## config.mk

```make
export PLATFORM = sky130hd
export DESIGN_NAME = keylock_ctrl
export DESIGN_NICKNAME = d
export VERILOG_FILES = /design/src/rtl/keylock_ctrl.sv
export SDC_FILE = /design/constraint.sdc
export NUM_CORES = 1
export LEC_CHECK = 0
export BUFFER_PORTS_ARGS = -buffer_cell sky130_fd_sc_hd__clkbuf_2
export CAP_MARGIN = 20
export CELL_PAD_IN_SITES_DETAIL_PLACEMENT = 2
export CELL_PAD_IN_SITES_GLOBAL_PLACEMENT = 2
export CORE_AREA = 3 3 74 104
export CTS_CLUSTER_DIAMETER = 150
export DETAILED_ROUTE_END_ITERATION = 6
export DIE_AREA = 0 0 77 107
export GPL_ROUTABILITY_DRIVEN = 0
export PLACE_DENSITY = 0.85
export SYNTH_ARGS = -nofsm -noshare
export SYNTH_HDL_FRONTEND = slang
export SYNTH_SLANG_ARGS = --single-unit
export TNS_END_PERCENT = 100
```

## constraint.sdc

```tcl
create_clock -name clk -period 2.4 [get_ports clk]
set_input_delay 0.12 -clock clk [delete_from_list [all_inputs] [get_ports clk]]
set_output_delay 0.12 -clock clk [all_outputs]
set_load 0.005 [all_outputs]
```

## src/rtl/keylock_ctrl.sv

```systemverilog
module keylock_ctrl #(
  parameter int DB_W    = 6,
  parameter int DB_FIRE = 2,
  parameter int DISP_W  = 2
) (
  input  logic       clk,
  input  logic       rst_n,
  input  logic       scan_tick,
  input  logic [3:0] col_n,
  output logic [3:0] row_n,
  output logic       unlocked,
  output logic [3:0] dig_en_n,
  output logic [3:0] dig_val
);
  localparam logic [DB_W-1:0] DB_TOP  = {DB_W{1'b1}};
  localparam logic [DB_W-1:0] DB_HIT  = DB_W'(DB_FIRE);
  localparam logic [DB_W-1:0] DB_REST = DB_W'(1);
  localparam logic [3:0] K_CLR   = 4'd13;
  localparam logic [3:0] K_STORE = 4'd14;
  localparam logic [3:0] K_OPEN  = 4'd15;

  logic [3:0]        scan_cnt;
  logic [DB_W-1:0]   db_cnt;
  logic              fire_q;
  logic [15:0]       entry, stored;
  logic [2:0]        n_dig;
  logic [DISP_W-1:0] disp_cnt;

  wire col_bit = col_n[scan_cnt[1:0]];
  wire fire    = (db_cnt == DB_HIT);
  wire key_hit = fire & ~fire_q;
  wire full    = (n_dig == 3'd4);

  assign row_n = ~(4'b0001 << scan_cnt[3:2]);

  always_ff @(posedge clk) begin
    if (!rst_n)                 scan_cnt <= '0;
    else if (scan_tick && col_bit) scan_cnt <= scan_cnt + 4'd1;
  end

  always_ff @(posedge clk) begin
    if (!rst_n || col_bit)                   db_cnt <= DB_TOP;
    else if (scan_tick && db_cnt != DB_REST) db_cnt <= db_cnt - DB_REST;
  end

  always_ff @(posedge clk) begin
    if (!rst_n) fire_q <= 1'b0;
    else        fire_q <= fire;
  end

  always_ff @(posedge clk) begin
    if (!rst_n) begin
      entry    <= '0;
      stored   <= '0;
      n_dig    <= '0;
      unlocked <= 1'b0;
    end else if (key_hit) begin
      if (scan_cnt == K_CLR) begin
        entry <= '0;
        n_dig <= '0;
      end else if (scan_cnt < K_CLR) begin
        if (!full) begin
          entry <= {entry[11:0], scan_cnt};
          n_dig <= n_dig + 3'd1;
        end
      end else if (scan_cnt == K_STORE) begin
        if (full) begin
          stored   <= entry;
          unlocked <= 1'b0;
        end
      end else if (scan_cnt == K_OPEN) begin
        if (full && entry == stored) unlocked <= 1'b1;
      end
    end
  end

  always_ff @(posedge clk) begin
    if (!rst_n) disp_cnt <= '0;
    else        disp_cnt <= disp_cnt + DISP_W'(1);
  end

  wire [1:0] sel = disp_cnt[1:0];
  assign dig_en_n = ~(4'b1000 >> sel);
  assign dig_val  = entry[{2'(2'd3 - sel), 2'b00} +: 4];

  assert_scan_freeze_R2: assert property (@(posedge clk) disable iff (!rst_n)
    !col_bit |=> $stable(scan_cnt));

  assert_hit_single_R3: assert property (@(posedge clk) disable iff (!rst_n)
    key_hit |=> !key_hit);

  assert_hit_line_low_R3: assert property (@(posedge clk) disable iff (!rst_n)
    key_hit |-> !col_bit);

  assert_count_max_R5: assert property (@(posedge clk) disable iff (!rst_n)
    n_dig <= 3'd4);

  assert_open_match_R8: assert property (@(posedge clk) disable iff (!rst_n)
    $rose(unlocked) |-> $past(entry == stored && full));

  assert_en_onehot_R9: assert property (@(posedge clk) disable iff (!rst_n)
    $countones(~dig_en_n) == 1);
endmodule

```

== Word-level counts from Yosys, hierarchy flattened ==
Cells that the tools add are included.
Cells by class
  shift operators: 3
  divide/modulo/power cells: 0
  equal/unequal tests: 9
  multiplexer cells: 12
  reduce and logical (&&, ||, !) cells: 11
  bitwise gates (word level): 6
  multipliers: 0
  magnitude comparators: 2
  add/subtract/negate cells: 5
Operator list (count)
  $mux 16: 3
  $eq 16x16->1: 1
  $shiftx 16x5->4: 1
  $eq 4x4->1 const B: 3
  $mux 3: 3
  $not 4->4: 2
  $eq 6x2->1 const B: 1
  $ne 6x1->1 const B: 1
  $reduce_and 6->1: 1
  $reduce_bool 2->1: 3
  $sub 6x1->6 const B: 1
  $mux 1: 5
  $reduce_and 5->1: 1
  $add 4x1->4 const B: 1
  $lt 4x4->1 const B: 1
  $shl 1x2->4 const A: 1
  $shr 4x2->4 const A: 1
  $add 3x1->3 const B: 1
  $eq 3x3->1 const B: 1
  $logic_and 1x1->1: 3
  $lt 2x3->1 const B: 1
  $not 1->1: 3
  $reduce_and 3->1: 1
  $add 2x1->2 const B: 1
  other kinds (7): 7
Word-level totals
  latch bits: 0
  logic and storage cells: 56
  bits in writable memories: 0
  memories: 0
  bits in read-only memories: 0
  flip-flop bits (word level): 49
  output and inout port bits: 13

== Longest topological paths before layout ==
Gate-level depths: netlist of the first run.
  depth after elaboration: 5
  depth in mapped cells: 9

== Worst setup path before layout of the first run ==
No wires, ideal clock.
  path type: register -> register
  from: register db_cnt[5]
  to: register entry[10]
  path slack: 366 ps
  cell stages (with the launch flop): 8
  arrival: 1907 ps
  clock period less this slack: 2034 ps
  library setup time: 128 ps
  buffers on the path: 2
  cell sequence: dfxtp_1 -> or4_4 -> or2_2 -> a21oi_1 -> buf_4 -> buf_6 -> mux2i_1 -> nor2_1
Between the ends
  longest elaborated chain between the ends: 3
Ends and longest elaborated chain
  from (decl): line 23  | logic [DB_W-1:0] db_cnt;
  from (signal assigned): line 43  | else if (scan_tick && db_cnt != DB_REST) db_cnt <= db_cnt - DB_REST;
  $eq 6x2->1: line 30  | wire fire = (db_cnt == DB_HIT);
  $and 1x1->1: line 31  | wire key_hit = fire & ~fire_q;
  $reduce_and 3->1 (no source line)
  to (signal assigned): line 63  | entry <= {entry[11:0], scan_cnt};
  to (decl): line 25  | logic [15:0] entry, stored;
No other way between the ends.
A chain may end at the register's enable or synchronous reset.

== Worst setup path in the final report of the first run ==
  from: register db_cnt[2]
  to: register unlocked
Between the ends
  longest elaborated chain between the ends: 3
Ends and longest elaborated chain
  $eq 6x2->1: line 30
  $and 1x1->1: line 31
  $reduce_and 6->1 (no source line)
  to (signal assigned): line 56  | unlocked <= 1'b0;
  to (signal assigned): line 69  | unlocked <= 1'b0;
  to (signal assigned): line 72  | if (full && entry == stored) unlocked <= 1'b1;
  to (decl): line 11  | output logic unlocked,
No other way between the ends.

==> impl_metrics.json, run 1 <==
{
  "postSynthCellCount": 279,
  "layout_commonest_cell": "dfxtp_1",
  "setup_viol": 0,
  "dieArea_um2": 8239,
  "wl_per_cell_um": 16.94,
  "dp_hpwl_um": 4924,
  "hp-class": "input pin to register",
  "drc": 0,
  "grt_pass1_vias": 2229,
  "finalSetupTns_ns": 0,
  "whs_ns": 0.1215,
  "ios": 20,
  "critPathKind": "register to register",
  "grt_usage_pct": 17.37,
  "insertion_delay_ns": 0.30,
  "layout.nets": 317,
  "antenna_found_initial": 0,
  "grt_use_met1_pct": 18.04,
  "max_freq_mhz": 463.3,
  "met2_usage_pct": 33.79,
  "die_w_um": 77,
  "post_cts_buffers": 0,
  "critical-path-max-stage-delay_ns": 0.56,
  "core_area_um2": 6892,
  "vias": 2002,
  "cts_sinks": 49,
  "synthTopCellsByArea": "dfxtp_1 (39%), xor2_1 (7.0%), ha_1 (6.5%)",
  "ys_types": 34,
  "syn-num-nets": 299,
  "synth_area_per_cell_um2": 8.920,
  "grt_max_degree": 38,
  "clk_pin_slew_ns": 0.09,
  "die_h_um": 107,
  "ys.flop_type": "dfxtp_1",
  "synth_edf_count": 0,
  "hold_viol": 0,
  "cts_buffers": 5,
  "initial_core_util_pct": 36.11,
  "cts_resized": 0,
  "status": "finished, final reports clean",
  "cp_slowest_cell": "or4_4",
  "grt_pass1_wl_um": 11180,
  "synth_seq_area_share_pct": 39.42,
  "cts_hold_buf": 0,
  "netlist_area_um2": 2489,
  "drtIter0Drc": 62,
  "syn2layout_area_growth_pct": 13.73,
  "diodes": 0,
  "cts_tree": "built",
  "cp-end-kind": "register",
  "worstMarginPinSlew_ns": 0.5831,
  "via_per_inst": 5.094,
  "post-synth-top-area-cell": "dfxtp_1",
  "final_cell_mix": "dfxtp_1 (48), nand2_1 (26), nor2_1 (26), nand3_1 (20), xor2_1 (20)",
  "placed_cells": 385,
  "clockBufferDepth": 2,
  "timing.final.crit_share_pct": 89.94,
  "synth_top_area_share_pct": 39.42,
  "final-instance-count-excl-fill": 393,
  "power_density_nw_per_um2": 577.8,
  "power_mw": 1.635,
  "ant_nets": 0,
  "first_pass_iters": 4,
  "ir_drop_uv": 325.6,
  "maxCapViolCount": 0,
  "ys_async_sr_fraction_pct": 0,
  "gr-total-overflow": 0,
  "rsz0062_at_grt": "false",
  "floorplan.rows": 36,
  "cp-start-kind": "register",
  "critPathRequiredTime_ns": 2.64,
  "worstPathMaxFanout": 7,
  "clock_skew_ns": 0.005009,
  "fin_crit_ns": 2.159,
  "slew_headroom_pct": 60.77,
  "drive_gt1_share_pct": 15.77,
  "ys_seq_elements": 49,
  "routed_wl_um": 6659,
  "cp_cell_sequence": "or4_4 > nor4_4 > buf_4 > nand4_1 > a311o_1 > a21oi_1",
  "io_buffers": 19,
  "fillers": 782,
  "root_buffer": "clkbuf_8",
  "yosysWarningCount": 0,
  "grtUsageMet3_pct": 2.857,
  "p_leak_nw": 1.170,
  "grt_busiest_layer": "met2",
  "h-tree-depth": 2,
  "cp.arrival_ns": 2.39,
  "slew_violations": 0
}
[critical path: cells and delay by family (launching register included)]
kind	cells	cell delay (ns)
buffers and inverters	1	0.20
AND/OR/NAND/NOR	3	1.01
AO/OA/AOI/OAI	2	0.50
flip-flops	1	0.37
[flip-flops by register name, summed over array words and instances, names as in the netlist]
name and cells:
db_cnt 6, scan_cnt 4, entry 16, fire_q 1, stored 16, unlocked 1
disp_cnt 2, n_dig 3
[area by class of cell]
type	count	area [um2]	share of cell area, %
repair buffers	27	155.1	5.482
clock buffers	5	68.82	2.431
inverters	14	52.55	1.857
flip-flops and latches	49	982.2	34.70
multi-input cells	200	1388	49.03
well taps	95	118.9	4.200
clock inverters	3	65.06	2.299
[power by group]
part           switching, mW  internal, mW  total (mW)
combinational         0.0531        0.0397      0.0927
clock                  0.286         0.414       0.700
sequential            0.0205         0.822       0.842
[final timing paths]
| path | slack [ns] | from | cells after the start | to |
|---|---|---|---|---|
| min | 0.12 | rst_n | 2 | entry[0] |
| min reg2reg | 0.47 | stored[6] | 2 | stored[6] |
| max reg2reg | 0.24 | db_cnt[2] | 6 | unlocked |
| max | 0.24 | db_cnt[2] | 6 | unlocked |
[cells in the mapped netlist, drive strengths merged, types with 3 or more instances]
library cell / number
dfxtp: 49
nand2: 26
nor2: 26
a21oi: 20
nand3: 20
xor2: 20
and2: 16
inv: 14
mux2i: 14
ha: 13
clkbuf: 12
and3: 5
mux4: 5
nor4: 5
xnor2: 5
buf: 4
nand2b: 4
o21ai: 3
[routing by layer]
| layer | wire [um] | vias up |
|---|---|---|
| met5 | 0 | - |
| met4 | 190 | 0 |
| met3 | 167 | 15 |
| met2 | 3705 | 28 |
| met1 | 2595 | 990 |
| li1 | - | 969 |
[per-stage QoR]
step,util (%),setup WS [ns],area (um2)
after global routing,41.07,0.07568,2830
after floorplan,-,0.3659,2489
final,41.07,0.2414,2830
after CTS,41.05,0.1329,2829
after detailed placement,39.11,0.1965,2695
after global placement,39.11,0.3541,2695
[cells by family (layout without fill, tap and decap cells)]
family / count (synthesis) / in the layout / synth area share (%)
compound gates: 30 / 30 / 6.837
mux: 20 / 20 / 10.61
simple gates: 112 / 112 / 22.82
buf+inv: 30 / 49 / 4.977
flops: 49 / 49 / 39.42
xor+xnor: 25 / 25 / 8.798
fa+ha+maj: 13 / 13 / 6.536
No activity file was read; power rests on OpenSTA's default activity.
==> inputs of run 2 (changes only) <==
CTS_BUF_LIST = sky130_fd_sc_hd__clkbuf_16   (was unset)
==> run 2 against run 1 <==
Non-clock buffer count unchanged. Maximum frequency down 3.6%. Worst setup slack lost 0.081 ns. Die area is the same. Wire length grew 9.5%. Critical path depth rose by 2. Count of clock-buffer cells in the layout unchanged. Cell count unchanged. Utilization increased by 0.82 points. Combinational power increased by 4.9%. Sequential power barely moved.
==> impl_metrics.json, run 2 (synthesis gave the netlist of run 1 again) <==
{
  "holdPathStages": 2,
  "first_pass_iters": 4,
  "cts_buffers": 5,
  "power_mw": 1.852,
  "critPathKind": "register to register",
  "cp.arrival_ns": 2.45,
  "cts_sinks": 49,
  "place_ws_ns": 0.1965,
  "critPathRequiredTime_ns": 2.61,
  "timing.final.crit_share_pct": 93.34,
  "layout_commonest_cell": "dfxtp_1",
  "power.switching_mw": 0.3940,
  "fillers": 786,
  "routed_wl_um": 7291,
  "p_seq_share_pct": 45.5,
  "multi_input_area_um2": 1388,
  "grt_pass1_vias": 2266,
  "dp_hpwl_um": 4924,
  "hp-class": "input pin to register",
  "die_h_um": 107,
  "maxCapViolCount": 0,
  "dpl_cell_area_um2": 2695,
  "cp-end-kind": "register",
  "worstPathMaxFanout": 7,
  "root_buffer": "clkbuf_16",
  "slew_violations": 0,
  "floorplan.rows": 36,
  "max_freq_mhz": 446.4,
  "gr-total-overflow": 0,
  "rr_endpoint": "unlocked",
  "status": "finished, final reports clean",
  "internal_power_mw": 1.458,
  "clockBufferDepth": 2,
  "cts_tree": "built",
  "rsz0062_at_grt": "false",
  "diodes": 0,
  "startpoint": "scan_cnt[1]",
  "drc": 0,
  "clock_skew_ns": 0.004724,
  "p_leak_nw": 1.196,
  "slew_headroom_pct": 62.91,
  "r2r_slack_ns": 0.16,
  "via_per_inst": 5.112,
  "combinationalPowerShare_pct": 5.2,
  "hold_end": "entry[0]",
  "finish.utilization_pct": 41.88,
  "r2r_start": "scan_cnt[1]",
  "grt_pass1_wl_um": 12080,
  "layout.nets": 317,
  "p_clk_share_pct": 49.3,
  "grt_max_degree": 38,
  "die_w_um": 77,
  "finalInstanceArea_um2": 2887,
  "setup_viol": 0,
  "top_regs": "entry (16), stored (16), db_cnt (6)",
  "drive_gt1_share_pct": 15.77,
  "wl_per_cell_um": 18.55,
  "final-seq-area_um2": 982.2,
  "worstMarginPinSlew_ns": 0.5551,
  "core_area_um2": 6892,
  "dieArea_um2": 8239,
  "ant_nets": 0,
  "hold_viol": 0,
  "h-tree-depth": 2,
  "fin_crit_ns": 2.240,
  "power_density_nw_per_um2": 641.6,
  "cp-start-kind": "register",
  "p_sw_share_pct": 21.27,
  "vias": 2009,
  "ios": 20,
  "io_buffers": 19,
  "clk_pin_slew_ns": 0.07,
  "finalSetupTns_ns": 0,
  "cts_hold_buf": 0,
  "fin_ws_ns": 0.1600,
  "drtIter0Drc": 85,
  "antenna_found_initial": 0,
  "ir_drop_uv": 353.3,
  "insertion_delay_ns": 0.29,
  "initial_core_util_pct": 36.11,
  "syn2layout_area_growth_pct": 15.99,
  "r2r_cells": 8,
  "grt_usage_pct": 19.03,
  "hp-start": "rst_n",
  "final_cell_mix": "dfxtp_1 (48), nand2_1 (26), nor2_1 (26), nand3_1 (20), xor2_1 (20)"
}
-- run 2: cell counts in the layout (fill, tap and decap cells not counted) --
Identical to the previous run, type by type.
-- run 2: how the worst max path moves through the flow --
stage / to
3_3_place_gp: unlocked
6_report: unlocked
3_5_place_dp: unlocked
5_1_grt: unlocked
4_1_cts: unlocked
2_1_floorplan: entry[10]
-- run 2: cell type report --
type	instances	share of cell area, %
timing repair buffer	27	5.375
inverter	14	1.821
sequential	49	34.03
clock buffer	5	4.335
multi-input combinational	200	48.07
clock inverter	3	2.254
tap	95	4.118
-- run 2: worst max-delay path: stages, from the launching register on --
cell and delay, ns:
dfxtp_1 0.45, inv_1 0.14, ha_1 0.24, nand4bb_1 0.25, nor4_4 0.24, buf_4 0.21
nand4_1 0.13, a311o_1 0.38, a21oi_1 0.13
-- run 2: power by group through the flow --
stage | registers (mW) | clock network (mW) | logic [mW]
6_report | 0.843 | 0.912 | 0.0972
4_1_cts | 0.843 | 0.927 | 0.100
3_3_place_gp | 0.861 | 0 | 0.0879
3_5_place_dp | 0.861 | 0 | 0.0946
2_1_floorplan | 0.851 | 0 | 0.0660
5_1_grt | 0.845 | 0.956 | 0.111
-- run 2: metrics by stage --
step           instances  hold WS, ns
6_report             393       0.1640
2_1_floorplan        279       0.2375
3_5_place_dp         385       0.4490
3_3_place_gp         385       0.4461
4_1_cts              393       0.1557
5_1_grt              393       0.1699
-- run 2: repair_timing --
action	CTS	global route
resized for setup	0	1
setup buffers	0	0
endpoints found under the hold margin	0	0
setup endpoints to repair	0	7
-- run 2: per-layer routing --
metal  track usage [%]  wire, um  vias to the layer above
li1                  -         -                      966
met1             19.76      2801                     1005
met5                 0         0                        -
met3             2.605       140                       10
met2             37.84      4204                       28
met4             7.379       145                        0
==> inputs of run 3 (changes only) <==
BUFFER_PORTS_ARGS = unset   (was -buffer_cell sky130_fd_sc_hd__clkbuf_2)
CORE_AREA = 3 3 72 101   (was 3 3 74 104)
DIE_AREA = 0 0 75 104   (was 0 0 77 107)
DONT_BUFFER_PORTS = 1   (was unset)
HOLD_SLACK_MARGIN = 0.02   (was unset)
==> run 3 against run 2 <==
Die area decreased by 5.3%. Power is 13% lower. Wire length is 9.8% lower. Cell count fell by 9.9%. Largest cell class unchanged. Highest routed layer unchanged.
==> impl_metrics.json, run 3 (synthesis gave the netlist of run 1 again) <==
{
  "finalInstanceArea_um2": 2740,
  "antenna_found_initial": 0,
  "grt_pass1_wl_um": 10920,
  "floorplan.rows": 35,
  "vias": 1946,
  "cp-start-kind": "register",
  "initial_core_util_pct": 38.14,
  "dpl_cell_area_um2": 2594,
  "gr-total-overflow": 0,
  "routed_wl_um": 6580,
  "clockBufferDepth": 2,
  "ir_drop_uv": 318.5,
  "critPathRequiredTime_ns": 2.63,
  "slew_headroom_pct": 60.50,
  "first_pass_iters": 4,
  "drc": 0,
  "status": "finished, final reports clean",
  "dp_hpwl_um": 4698,
  "worstPathMaxFanout": 7,
  "cts_sinks": 49,
  "top_regs": "entry (16), stored (16), db_cnt (6)",
  "cts_buffers": 5,
  "layout_commonest_cell": "dfxtp_1",
  "cp-end-kind": "register",
  "critPathKind": "register to register",
  "max_freq_mhz": 470.3,
  "finalSetupTns_ns": 0,
  "hold_viol": 0,
  "clk_pin_slew_ns": 0.07,
  "place_ws_ns": 0.2355,
  "cp.arrival_ns": 2.35,
  "grt_pass1_vias": 2195,
  "diodes": 0,
  "ios": 20,
  "timing.final.crit_share_pct": 88.60,
  "final-seq-area_um2": 980.9,
  "grt_usage_pct": 18.17,
  "clock_skew_ns": 0.005149,
  "io_buffers": 0,
  "fin_crit_ns": 2.126,
  "cts_tree": "built",
  "multi_input_area_um2": 1388,
  "worstMarginPinSlew_ns": 0.5871,
  "die_h_um": 104,
  "via_per_inst": 5.497,
  "ant_nets": 0,
  "fillers": 745,
  "syn2layout_area_growth_pct": 10.11,
  "grt_max_degree": 22,
  "root_buffer": "clkbuf_16",
  "wl_per_cell_um": 18.59,
  "p_leak_nw": 1.097,
  "maxCapViolCount": 0,
  "slew_violations": 0,
  "drtIter0Drc": 81,
  "drive_gt1_share_pct": 9.286,
  "dieArea_um2": 7800,
  "final_cell_mix": "dfxtp_1 (49), nand2_1 (26), nor2_1 (26), nand3_1 (20), xor2_1 (20)",
  "core_area_um2": 6525,
  "die_w_um": 75,
  "setup_viol": 0,
  "insertion_delay_ns": 0.29,
  "layout.nets": 300,
  "hp-class": "input pin to register",
  "power_density_nw_per_um2": 588.2,
  "h-tree-depth": 2,
  "rsz0062_at_grt": "false",
  "fin_ws_ns": 0.2737
}
-- run 3: worst paths after layout --
path | from | endpoint | slack (ns) | cells past startpoint
worst min-delay path | scan_tick | db_cnt[2] | 0.07 | 2
worst max-delay path | scan_cnt[0] | unlocked | 0.27 | 7
worst min register to register | stored[5] | stored[5] | 0.47 | 2
worst max register to register | scan_cnt[0] | unlocked | 0.27 | 7
-- run 3: critical path, cell delays in order (launching register included) --
cell and delay [ns]:
dfxtp_1 0.50, inv_1 0.11, ha_1 0.22, nand4bb_1 0.23
nor4_4 0.30, nand4_1 0.21, a311o_1 0.37, a21oi_1 0.11
-- run 3: layout make-up --
cell class / count / share of cell area (%)
Tap cell: 74 / 3.379
Timing Repair Buffer: 10 / 3.288
Multi-Input combinational cell: 200 / 50.64
Clock buffer: 5 / 4.566
Inverter: 14 / 1.918
Clock inverter: 2 / 0.4110
Sequential cell: 49 / 35.80
-- run 3: what timing repair did --
action	in CTS	in global routing
hold endpoints to repair	6	0
gates resized for setup	0	0
buffers inserted	0	0
hold buffers	1	0
-- run 3: report_power, final --
group	switching [mW]	internal [mW]	leakage, nW
clock network	0.309	0.377	0.0633
logic	0.0497	0.0335	0.638
registers	0.0205	0.822	0.396
-- run 3: layer usage --
layer | GRT usage [%] | routed length [um] | share of wire [%] | up-vias
li1 | - | - | - | 929
met1 | 18.26 | 2471 | 38 | 988
met3 | 3.288 | 136 | 2.1 | 9
met5 | 0 | 0 | 0 | -
met4 | 6.107 | 121 | 1.8 | 0
met2 | 35.10 | 3850 | 59 | 20
-- run 3: metrics by stage --
stage	std cells	hold WS [ns]	power (mW)	utilization, %
floorplan	279	0.2375	0.9173	-
global placement	346	0.2395	0.9382	39.75
finish	354	0.07018	1.612	41.99
CTS	354	0.06803	1.644	41.99
detailed placement	346	0.2471	0.9453	39.75
global route	354	0.08488	1.691	41.99
